===== config.mk =====
export PLATFORM = sky130hd
export DESIGN_NAME = alu8_core
export DESIGN_NICKNAME = d
export VERILOG_FILES = /design/src/rtl/alu8_pkg.sv /design/src/rtl/alu8_arith.sv /design/src/rtl/alu8_logic.sv /design/src/rtl/alu8_shift.sv /design/src/rtl/alu8_status.sv /design/src/rtl/alu8_core.sv
export SDC_FILE = /design/constraint.sdc
export NUM_CORES = 1
export LEC_CHECK = 0
export BUFFER_PORTS_ARGS = -buffer_cell sky130_fd_sc_hd__clkbuf_2
export CAP_MARGIN = 5
export CORE_ASPECT_RATIO = 1.75
export CORE_MARGIN = 5
export CORE_UTILIZATION = 30
export DETAILED_ROUTE_END_ITERATION = 8
export PLACE_DENSITY = 0.46
export SLEW_MARGIN = 20
export SYNTH_ARGS = -nofsm -noshare
export SYNTH_HDL_FRONTEND = slang
export SYNTH_HIERARCHICAL = 1
export SYNTH_SLANG_ARGS = --single-unit

===== constraint.sdc =====
create_clock -name clk -period 4.52 [get_ports clk]
set_clock_uncertainty 0.15 [all_clocks]
set_input_delay 0.226 -clock clk [delete_from_list [all_inputs] [get_ports clk]]
set_output_delay 0.226 -clock clk [all_outputs]
set_load 0.02 [all_outputs]

===== src/rtl/alu8_pkg.sv =====
package alu8_pkg;

  typedef enum logic [3:0] {
    OP_ADC  = 4'd0,
    OP_SBC  = 4'd1,
    OP_AND  = 4'd2,
    OP_ORA  = 4'd3,
    OP_EOR  = 4'd4,
    OP_CMP  = 4'd5,
    OP_BIT  = 4'd6,
    OP_ASL  = 4'd7,
    OP_LSR  = 4'd8,
    OP_ROL  = 4'd9,
    OP_ROR  = 4'd10,
    OP_INC  = 4'd11,
    OP_DEC  = 4'd12,
    OP_RSV  = 4'd13,
    OP_NOP  = 4'd14,
    OP_PASS = 4'd15
  } op_e;

  typedef enum logic [2:0] {
    FC_NONE = 3'd0,
    FC_SETC = 3'd1,
    FC_CLRC = 3'd2,
    FC_SETI = 3'd3,
    FC_CLRI = 3'd4,
    FC_SETD = 3'd5,
    FC_CLRD = 3'd6,
    FC_CLRV = 3'd7
  } fctl_e;

  // Flag order inside the packed four-flag vector: n v z c (bit 3 .. bit 0)
  typedef struct packed {
    logic n;
    logic v;
    logic z;
    logic c;
  } flags_t;

  // Status byte bit positions (the stack image depends on these)
  localparam int SB_C = 0;
  localparam int SB_Z = 1;
  localparam int SB_I = 2;
  localparam int SB_D = 3;
  localparam int SB_B = 4;
  localparam int SB_U = 5;
  localparam int SB_V = 6;
  localparam int SB_N = 7;

  localparam logic [3:0] MK_ALL  = 4'b1111;
  localparam logic [3:0] MK_NZ   = 4'b1010;
  localparam logic [3:0] MK_NZC  = 4'b1011;
  localparam logic [3:0] MK_NVZ  = 4'b1110;
  localparam logic [3:0] MK_NONE = 4'b0000;

endpackage


===== src/rtl/alu8_arith.sv =====
module alu8_arith
  import alu8_pkg::*;
#(
  parameter int WIDTH = 8
) (
  input  op_e              op_i,
  input  logic [WIDTH-1:0] a_i,
  input  logic [WIDTH-1:0] m_i,
  input  logic             cin_i,
  output logic [WIDTH-1:0] sum_o,
  output logic             cout_o,
  output logic             ovf_o,
  output logic [WIDTH-1:0] step_o
);
  localparam int MSB = WIDTH - 1;

  logic             invert;
  logic             cin_eff;
  logic [WIDTH-1:0] opnd;
  logic [WIDTH:0]   full;

  // Subtract is add of the complement; carry out then means "no borrow".
  always_comb begin
    invert  = (op_i == OP_SBC) || (op_i == OP_CMP);
    cin_eff = (op_i == OP_CMP) ? 1'b1 : cin_i;
    opnd    = invert ? ~m_i : m_i;
    full    = {1'b0, a_i} + {1'b0, opnd} + {{WIDTH{1'b0}}, cin_eff};
    sum_o   = full[MSB:0];
    cout_o  = full[WIDTH];
    ovf_o   = (a_i[MSB] == opnd[MSB]) && (full[MSB] != a_i[MSB]);
    step_o  = (op_i == OP_DEC) ? (m_i - WIDTH'(1)) : (m_i + WIDTH'(1));
  end

endmodule


===== src/rtl/alu8_logic.sv =====
module alu8_logic
  import alu8_pkg::*;
#(
  parameter int WIDTH = 8
) (
  input  op_e              op_i,
  input  logic [WIDTH-1:0] a_i,
  input  logic [WIDTH-1:0] m_i,
  output logic [WIDTH-1:0] res_o,
  output logic [WIDTH-1:0] andv_o
);

  always_comb begin
    andv_o = a_i & m_i;
    unique case (op_i)
      OP_ORA:  res_o = a_i | m_i;
      OP_EOR:  res_o = a_i ^ m_i;
      default: res_o = andv_o;
    endcase
  end

endmodule


===== src/rtl/alu8_shift.sv =====
module alu8_shift
  import alu8_pkg::*;
#(
  parameter int WIDTH = 8
) (
  input  op_e              op_i,
  input  logic [WIDTH-1:0] m_i,
  input  logic             cin_i,
  output logic [WIDTH-1:0] res_o,
  output logic             cout_o
);

  always_comb begin
    unique case (op_i)
      OP_ASL:  {cout_o, res_o} = {m_i, 1'b0};
      OP_LSR:  {res_o, cout_o} = {1'b0, m_i};
      OP_ROL:  {cout_o, res_o} = {m_i, cin_i};
      OP_ROR:  {res_o, cout_o} = {cin_i, m_i};
      default: begin
        res_o  = m_i;
        cout_o = cin_i;
      end
    endcase
  end

endmodule


===== src/rtl/alu8_status.sv =====
module alu8_status
  import alu8_pkg::*;
(
  input  logic       clk,
  input  logic       rst_n,
  input  logic       upd_i,
  input  flags_t     fl_i,
  input  flags_t     mk_i,
  input  fctl_e      fctl_i,
  input  logic       ld_i,
  input  logic [7:0] ld_data_i,
  input  logic       push_b_i,
  output logic       c_o,
  output logic       v_o,
  output logic [7:0] byte_o
);

  logic c_q, z_q, i_q, d_q, v_q, n_q;
  logic c_d, z_d, i_d, d_d, v_d, n_d;

  // Next state: operation write, then flag command, then whole-byte load.
  always_comb begin
    c_d = c_q;
    z_d = z_q;
    i_d = i_q;
    d_d = d_q;
    v_d = v_q;
    n_d = n_q;
    if (upd_i) begin
      if (mk_i.c) c_d = fl_i.c;
      if (mk_i.z) z_d = fl_i.z;
      if (mk_i.v) v_d = fl_i.v;
      if (mk_i.n) n_d = fl_i.n;
    end
    unique case (fctl_i)
      FC_SETC: c_d = 1'b1;
      FC_CLRC: c_d = 1'b0;
      FC_SETI: i_d = 1'b1;
      FC_CLRI: i_d = 1'b0;
      FC_SETD: d_d = 1'b1;
      FC_CLRD: d_d = 1'b0;
      FC_CLRV: v_d = 1'b0;
      default: ;
    endcase
    if (ld_i) begin
      c_d = ld_data_i[SB_C];
      z_d = ld_data_i[SB_Z];
      i_d = ld_data_i[SB_I];
      d_d = ld_data_i[SB_D];
      v_d = ld_data_i[SB_V];
      n_d = ld_data_i[SB_N];
    end
  end

  always_ff @(posedge clk or negedge rst_n) begin
    if (!rst_n) begin
      c_q <= 1'b0;
      z_q <= 1'b0;
      i_q <= 1'b1;
      d_q <= 1'b0;
      v_q <= 1'b0;
      n_q <= 1'b0;
    end else begin
      c_q <= c_d;
      z_q <= z_d;
      i_q <= i_d;
      d_q <= d_d;
      v_q <= v_d;
      n_q <= n_d;
    end
  end

  always_comb begin
    byte_o       = 8'h00;
    byte_o[SB_C] = c_q;
    byte_o[SB_Z] = z_q;
    byte_o[SB_I] = i_q;
    byte_o[SB_D] = d_q;
    byte_o[SB_B] = push_b_i;
    byte_o[SB_U] = 1'b1;
    byte_o[SB_V] = v_q;
    byte_o[SB_N] = n_q;
  end

  assign c_o = c_q;
  assign v_o = v_q;

endmodule


===== src/rtl/alu8_core.sv =====
module alu8_core
  import alu8_pkg::*;
#(
  parameter int WIDTH = 8
) (
  input  logic             clk,
  input  logic             rst_n,
  input  logic [3:0]       op_i,
  input  logic [WIDTH-1:0] reg_i,
  input  logic [WIDTH-1:0] mem_i,
  input  logic             exec_i,
  input  logic [2:0]       fctl_i,
  input  logic             ld_i,
  input  logic [7:0]       ld_data_i,
  input  logic             push_b_i,
  output logic [WIDTH-1:0] result_o,
  output logic [3:0]       flags_o,
  output logic [3:0]       wmask_o,
  output logic [7:0]       status_o
);
  localparam int MSB = WIDTH - 1;

  op_e              op;
  logic             c_cur, v_cur;
  logic [WIDTH-1:0] sum, step, lres, andv, sres;
  logic             a_cout, a_ovf, s_cout;
  logic [WIDTH-1:0] res;
  logic [WIDTH-1:0] zn_src;
  flags_t           fl, mk;

  assign op = op_e'(op_i);

  alu8_arith #(.WIDTH(WIDTH)) u_arith (
    .op_i(op), .a_i(reg_i), .m_i(mem_i), .cin_i(c_cur),
    .sum_o(sum), .cout_o(a_cout), .ovf_o(a_ovf), .step_o(step)
  );

  alu8_logic #(.WIDTH(WIDTH)) u_logic (
    .op_i(op), .a_i(reg_i), .m_i(mem_i), .res_o(lres), .andv_o(andv)
  );

  alu8_shift #(.WIDTH(WIDTH)) u_shift (
    .op_i(op), .m_i(mem_i), .cin_i(c_cur), .res_o(sres), .cout_o(s_cout)
  );

  // Result select, flag sourcing and write mask
  always_comb begin
    res    = reg_i;
    zn_src = reg_i;
    mk     = flags_t'(MK_NONE);
    fl.c   = c_cur;
    fl.v   = v_cur;
    unique case (op)
      OP_ADC, OP_SBC: begin
        res  = sum;
        fl.c = a_cout;
        fl.v = a_ovf;
        mk   = flags_t'(MK_ALL);
      end
      OP_AND, OP_ORA, OP_EOR: begin
        res = lres;
        mk  = flags_t'(MK_NZ);
      end
      OP_CMP: begin
        fl.c = a_cout;
        mk   = flags_t'(MK_NZC);
      end
      OP_BIT: begin
        fl.v = mem_i[MSB-1];
        mk   = flags_t'(MK_NVZ);
      end
      OP_ASL, OP_LSR, OP_ROL, OP_ROR: begin
        res  = sres;
        fl.c = s_cout;
        mk   = flags_t'(MK_NZC);
      end
      OP_INC, OP_DEC: begin
        res = step;
        mk  = flags_t'(MK_NZ);
      end
      OP_PASS: begin
        res = mem_i;
        mk  = flags_t'(MK_NZ);
      end
      default: ;
    endcase
    zn_src = (op == OP_CMP) ? sum : res;
    if (op == OP_BIT) begin
      fl.z = (andv == '0);
      fl.n = mem_i[MSB];
    end else begin
      fl.z = (zn_src == '0);
      fl.n = zn_src[MSB];
    end
  end

  alu8_status u_status (
    .clk(clk), .rst_n(rst_n), .upd_i(exec_i), .fl_i(fl), .mk_i(mk),
    .fctl_i(fctl_e'(fctl_i)), .ld_i(ld_i), .ld_data_i(ld_data_i),
    .push_b_i(push_b_i), .c_o(c_cur), .v_o(v_cur), .byte_o(status_o)
  );

  assign result_o = res;
  assign flags_o  = fl;
  assign wmask_o  = mk;

endmodule


==> impl_metrics.tcl, run 1 <==
set metrics [dict create \
    routedWlPerCell_um 18.4 \
    core_sq_mm 0.00935 \
    gr-total-overflow 0 \
    ys_top_cells_by_area "ha_1 13%, a221o_1 6.0%, a21oi_1 4.9%" \
    synth_cell_types 71 \
    initial_utilization 0.305 \
    power.total_w 0.000635 \
    outcome "complete, no violations" \
    cap_violations 0 \
    synth-edff-count 0 \
    tritoncts "yes" \
    grt_max_degree 43 \
    clk_pin_slew_ns 0.03 \
    dieHeight_um 139 \
    peakVddDrop_uv 240 \
    clock_latency_ns 0.23 \
    h-tree-depth 1 \
    syn_inst 386 \
    antenna_found_initial 0 \
    synth.net_count 454 \
    cp_max_fo 4 \
    vias 3112 \
    cp-start-kind "input pin" \
    drv_slew 0 \
    fin_crit_ns 4.29 \
    grt_pass1_wl_mm 16.0 \
    post_cts_resize_count 0 \
    post-route-period-util 0.950 \
    synth-seq-area-share 0.0532 \
    fmax_mhz 233 \
    netlist.top_cell.by_area "ha_1" \
    vias_per_cell 5.63 \
    cts_buffer_depth 2 \
    grt_pass1_vias 3050 \
    syn_to_final_growth_pct 15.4 \
    ant_nets 0 \
    rsz0062_at_grt "no" \
    ioPinCount 60 \
    synth_seq_cells 6 \
    critPathKind "in -> out" \
    synth_area_sq_mm 0.00285 \
    end_kind "primary output" \
    die_w_um 83.7 \
    dp_hpwl_mm 8.42 \
    drt-pass1-iter-count 5 \
    setup-tns-final_ns 0 \
    cts_made_buffers 3 \
    p_per_area_mw_per_mm2 193 \
    hold_path.class "in -> reg" \
    antenna_cells 0 \
    fillers 1030 \
    ys.flop_type "dfrtp_1" \
    syn_area_per_cell_sq_um 7.38 \
    crit_required_ns 4.14 \
    place.gp.congestion 0.885 \
    synth_top_cell_area_share 0.127 \
    finalSetupViolations 0 \
    worst_slew_pin_slew_ns 0.773 \
    cts.sinks 6 \
    dieArea_sq_mm 0.0116 \
    cellLeakagePower_nw 1.55 \
    final_nets 500 \
    cts_root_buffer "clkbuf_16" \
    rows 47 \
    slew_headroom 0.481 \
    drive_gt1_frac 0.202 \
    dr.first_iter.drc_count 283 \
    synth_warnings 6 \
    hold_viol 0 \
    numPortBuffers 54 \
    wl_mm 10.2 \
    synthArstFlopShare 1.00 \
    hold-worst-slack_ns 0.0541 \
    worstPathArrival_ns 3.92 \
    grt_usage 0.168 \
    drc_errors 0 \
]
==> path summary, 6_finish.rpt <==
path                       depth (start not counted)                      from                       end  slack [ns]
setup / recovery                                  16                   op_i[1]                flags_o[1]        0.23
hold / removal                                     2              ld_data_i[2]  u_status/i_q$_DFFE_PN1P_        0.05
setup reg to reg                                  15  u_status/c_o$_DFFE_PN0P_  u_status/z_q$_DFFE_PN0P_        0.77
hold reg to reg                                    2  u_status/z_q$_DFFE_PN0P_  u_status/z_q$_DFFE_PN0P_        0.41
max in group asynchronous                          2                     rst_n  u_status/i_q$_DFFE_PN1P_        3.78
min in group asynchronous                          2                     rst_n  u_status/v_o$_DFFE_PN0P_        0.21
==> report_power, final <==
group | total, W | leakage [nW] | switching [W] | internal [W]
logic | 0.000422 | 1.44 | 0.000257 | 0.000165
registers | 0.0000651 | 0.0714 | 0.00000472 | 0.0000604
clock network | 0.000148 | 0.0382 | 0.0000312 | 0.000117
==> per-stage QoR <==
stage                     setup WS [ns]  instance area (sq um)  utilization  cells
after global routing              0.150                   3290        0.352    553
final                             0.226                   3290        0.352    553
after global placement            0.326                   3200        0.342    548
after CTS                         0.286                   3290        0.352    553
after detailed placement          0.314                   3200        0.342    548
after floorplan                   0.932                   2850            -    386
==> flip-flops by register name, summed over array words and instances, names as in the netlist <==
| signal | count |
|---|---|
| u_status/c_o | 1 |
| u_status/d_q | 1 |
| u_status/z_q | 1 |
| u_status/v_o | 1 |
| u_status/n_q | 1 |
| u_status/i_q | 1 |
==> critical path, cell delays in order <==
cell and delay, ns:
clkbuf_2 0.10, nor3b_1 0.51, xnor2_1 0.17, fa_1 0.47, inv_1 0.09, fa_1 0.27
nor2b_4 0.06, o31a_1 0.29, o211ai_1 0.17, nand3_1 0.16, a221oi_1 0.38, a31o_2 0.18
a21boi_0 0.10, a2111oi_2 0.34, a31o_1 0.23, clkbuf_2 0.18
==> kinds of logic (layout without fill, tap and decap cells) <==
kind of cell / Yosys count / after routing / synth area share
mux: 13 / 13 / 0.0479
simple gates: 116 / 116 / 0.230
flops: 6 / 6 / 0.0532
compound gates: 142 / 142 / 0.369
other cells: 1 / 1 / 0.00132
buf+inv: 59 / 104 / 0.0980
fa+ha+maj: 32 / 32 / 0.149
xor+xnor: 17 / 17 / 0.0523
==> timing repair <==
action	4_1_cts	5_1_grt
hold buffers	1	0
hold endpoints to repair	6	0
setup buffers	0	0
==> Yosys cell counts, types with 5 or more instances <==
library cell  instances
nand2_1              25
nand3_1              12
nor4_1                5
o21ai_0              20
nand2b_1              7
a221oi_1              5
ha_1                 29
a221o_1              17
buf_2                10
a32oi_1               5
nor2b_1              11
mux2i_1               8
a211oi_1              5
inv_1                34
nor3_1                5
and2_1                9
o21a_1                6
mux2_2                5
dfrtp_1               5
o211ai_1              5
xor2_1                8
nor2_1               24
buf_4                10
a21oi_1              28
xnor2_1               9
==> routing by layer <==
layer / vias up / track usage / share of wire
met5: - / 0 / 0
met4: 0 / 0.0975 / 0.061
met3: 33 / 0.0119 / 0.035
met2: 99 / 0.318 / 0.53
met1: 1448 / 0.177 / 0.37
li1: 1532 / - / -
==> placed cells by master (no fill, tap or decap), types with 4 or more instances in the layout <==
cell,count
clkbuf_2,54
inv_1,34
ha_1,29
a21oi_1,28
nand2_1,25
nor2_1,24
o21ai_0,20
a221o_1,17
nand3_1,12
nor2b_1,11
buf_4,10
and2_1,9
xnor2_1,9
mux2i_1,8
xor2_1,8
nand2b_1,7
o21a_1,6
a221oi_1,5
a211oi_1,5
mux2_2,5
a32oi_1,5
o211ai_1,5
nor4_1,5
nor3_1,5
dfrtp_1,5
a22oi_1,4
o21ai_1,4
o22a_1,4
a21o_1,4
==> area by class of cell <==
type | count | area [sq um] | area share
clock buffer | 4 | 78.8 | 0.0240
tap | 122 | 153 | 0.0464
timing repair buffer | 65 | 355 | 0.108
inverter | 35 | 131 | 0.0400
sequential | 6 | 151 | 0.0461
multi-input combinational | 321 | 2420 | 0.735
Note: power is estimated with default switching activity, not from simulation.
==> run 2: changes to the inputs <==
--- a/config.mk
+++ b/config.mk
@@ -12,6 +12,8 @@
 export CORE_UTILIZATION = 30
 export DETAILED_ROUTE_END_ITERATION = 8
 export PLACE_DENSITY = 0.46
+export REMOVE_ABC_BUFFERS = 1
+export SETUP_SLACK_MARGIN = 0.3
 export SLEW_MARGIN = 20
 export SYNTH_ARGS = -nofsm -noshare
 export SYNTH_HDL_FRONTEND = slang
==> impl_metrics.tcl, run 2 (synthesis results as in run 1) <==
set metrics [dict create \
    r2r_slack_ns 0.81 \
    crit_chain "clkbuf_2 > nor3b_2 > buf_4 > xnor2_1 > fa_2 > inv_1 > fa_2 > inv_1 > mux2_2 > a221o_1 > a222oi_1 > o21ai_2 > a2111oi_2 > a31o_1 > clkbuf_2" \
    core_sq_mm 0.00935 \
    fin_crit_ns 4.00 \
    rr_endpoint "u_status/z_q$_DFFE_PN0P_" \
    peakVddDrop_uv 352 \
    mostFrequentLayoutCell "clkbuf_2" \
    tritoncts "yes" \
    min_delay_path_depth 3 \
    cap_violations 0 \
    outcome "complete, no violations" \
    wl_mm 10.4 \
    vias 3105 \
    setup-tns-final_ns 0 \
    rows 47 \
    design_area_sq_mm 0.00333 \
    p_per_area_mw_per_mm2 192 \
    critPathKind "in -> out" \
    drive_gt1_frac 0.221 \
    rsz0062_at_grt "no" \
    numPortBuffers 54 \
    grt_usage 0.170 \
    dieArea_sq_mm 0.0116 \
    cts_root_buffer "clkbuf_16" \
    top_layer "met4" \
    crit_required_ns 4.14 \
    clk_pin_slew_ns 0.04 \
    worst_slew_pin_slew_ns 0.798 \
    cellLeakagePower_nw 1.57 \
    grt_pass1_wl_mm 16.3 \
    cts.sinks 6 \
    antenna_found_initial 0 \
    met1_length_mm 3.82 \
    hp-start "ld_data_i[3]" \
    ant_nets 0 \
    place.gp.congestion 0.899 \
    worstHoldEndpoint "u_status/d_q$_DFFE_PN0P_" \
    drt-pass1-iter-count 4 \
    h-tree-depth 1 \
    dp_hpwl_mm 8.52 \
    r2r_start "u_status/c_o$_DFFE_PN0P_" \
    vias_per_cell 5.58 \
    cts_made_buffers 3 \
    place_area_sq_mm 0.00321 \
    slew_headroom 0.467 \
    gr-total-overflow 0 \
    antenna_cells 0 \
    slowest_delay_ns 0.52 \
    clock_latency_ns 0.23 \
    drv_slew 0 \
    cp_slowest_cell "fa_2" \
    final_nets 503 \
    layout_common_cells "54 x clkbuf_2, 34 x inv_1, 29 x ha_1, 28 x a21oi_1, 25 x nand2_1" \
    worstPathArrival_ns 3.62 \
    initial_utilization 0.305 \
    cts_buffer_depth 2 \
    end_kind "primary output" \
    cp_max_fo 4 \
    grt_pass1_vias 3208 \
    die_w_um 83.7 \
    fmax_mhz 250 \
    post-route-period-util 0.884 \
    hold_path.class "in -> reg" \
    routedWlPerCell_um 18.7 \
    dieHeight_um 139 \
    ioPinCount 60 \
    grt_max_degree 44 \
    r2r_cells 16 \
    dr.first_iter.drc_count 267 \
    drc_errors 0 \
    syn_to_final_growth_pct 17.1 \
    finalSetupViolations 0 \
    wl_met3_um 340 \
    wl_met2_mm 5.67 \
    hold_viol 0 \
    cp-start-kind "input pin" \
]
[run 2: cell count changes in the layout (fill, tap and decap cells not counted)]
cell	previous run	this run
a221oi_1	5	4
a221oi_2	0	1
buf_4	10	13
fa_1	3	1
fa_2	0	2
nor3_1	5	4
nor3_2	0	1
nor3b_1	2	1
nor3b_2	2	3
o21ai_1	4	3
o21ai_2	1	2
[run 2: stage by stage]
stage	utilization	setup WS [ns]	hold WS [ns]	cells	total power, W
CTS	0.352	0.311	0.0522	554	0.000640
floorplan	-	0.283	-0.220	362	0.000330
global placement	0.343	0.382	-0.0799	549	0.000483
finish	0.357	0.522	0.0531	556	0.000642
global route	0.357	0.327	0.0699	556	0.000688
detailed placement	0.343	0.328	-0.0783	549	0.000485
[run 2: how the worst max path moves through the flow]
stage | start | to | slack, ns
finish | op_i[1] | flags_o[1] | 0.52
global placement | op_i[1] | flags_o[1] | 0.38
floorplan | op_i[1] | u_status/z_q$_DFFE_PN0P_ | 0.28
global route | op_i[1] | flags_o[1] | 0.33
detailed placement | op_i[1] | flags_o[1] | 0.33
CTS | op_i[1] | flags_o[1] | 0.31
[run 2: repair_timing]
item / CTS / global route
setup buffers: 0 / 2
hold buffers: 1 / 0
hold endpoints to repair: 6 / 0
gates resized for setup: 0 / 6
endpoints found under the setup margin: 0 / 1
[run 2: area by class of cell]
class,instances,area [sq um]
clock buffers,4,78.8
fillers,1019,6020
inverters,35,131
multi-input cells,321,2440
flip-flops and latches,6,151
well taps,122,153
repair buffers,68,378
[run 2: per-layer routing]
| metal | vias up | GRT usage |
|---|---|---|
| li1 | 1533 | - |
| met1 | 1465 | 0.170 |
| met4 | 0 | 0.108 |
| met2 | 77 | 0.327 |
| met5 | - | 0 |
| met3 | 30 | 0.0149 |
[run 2: worst max-delay path: cells and delay by family]
family | cells | cell delay (ns)
adder cells (fa/ha/maj) | 2 | 0.79
XOR/XNOR | 1 | 0.15
multiplexers | 1 | 0.25
buffers and inverters | 5 | 0.61
AO/OA/AOI/OAI | 5 | 1.39
AND/OR/NAND/NOR | 1 | 0.21
[run 2: where the power goes]
part / internal [W] / switching [W] / leakage, nW
registers: 0.0000604 / 0.00000469 / 0.0714
logic: 0.000167 / 0.000260 / 1.46
clock network: 0.000117 / 0.0000324 / 0.0382
total: 0.000345 / 0.000297 / 1.57
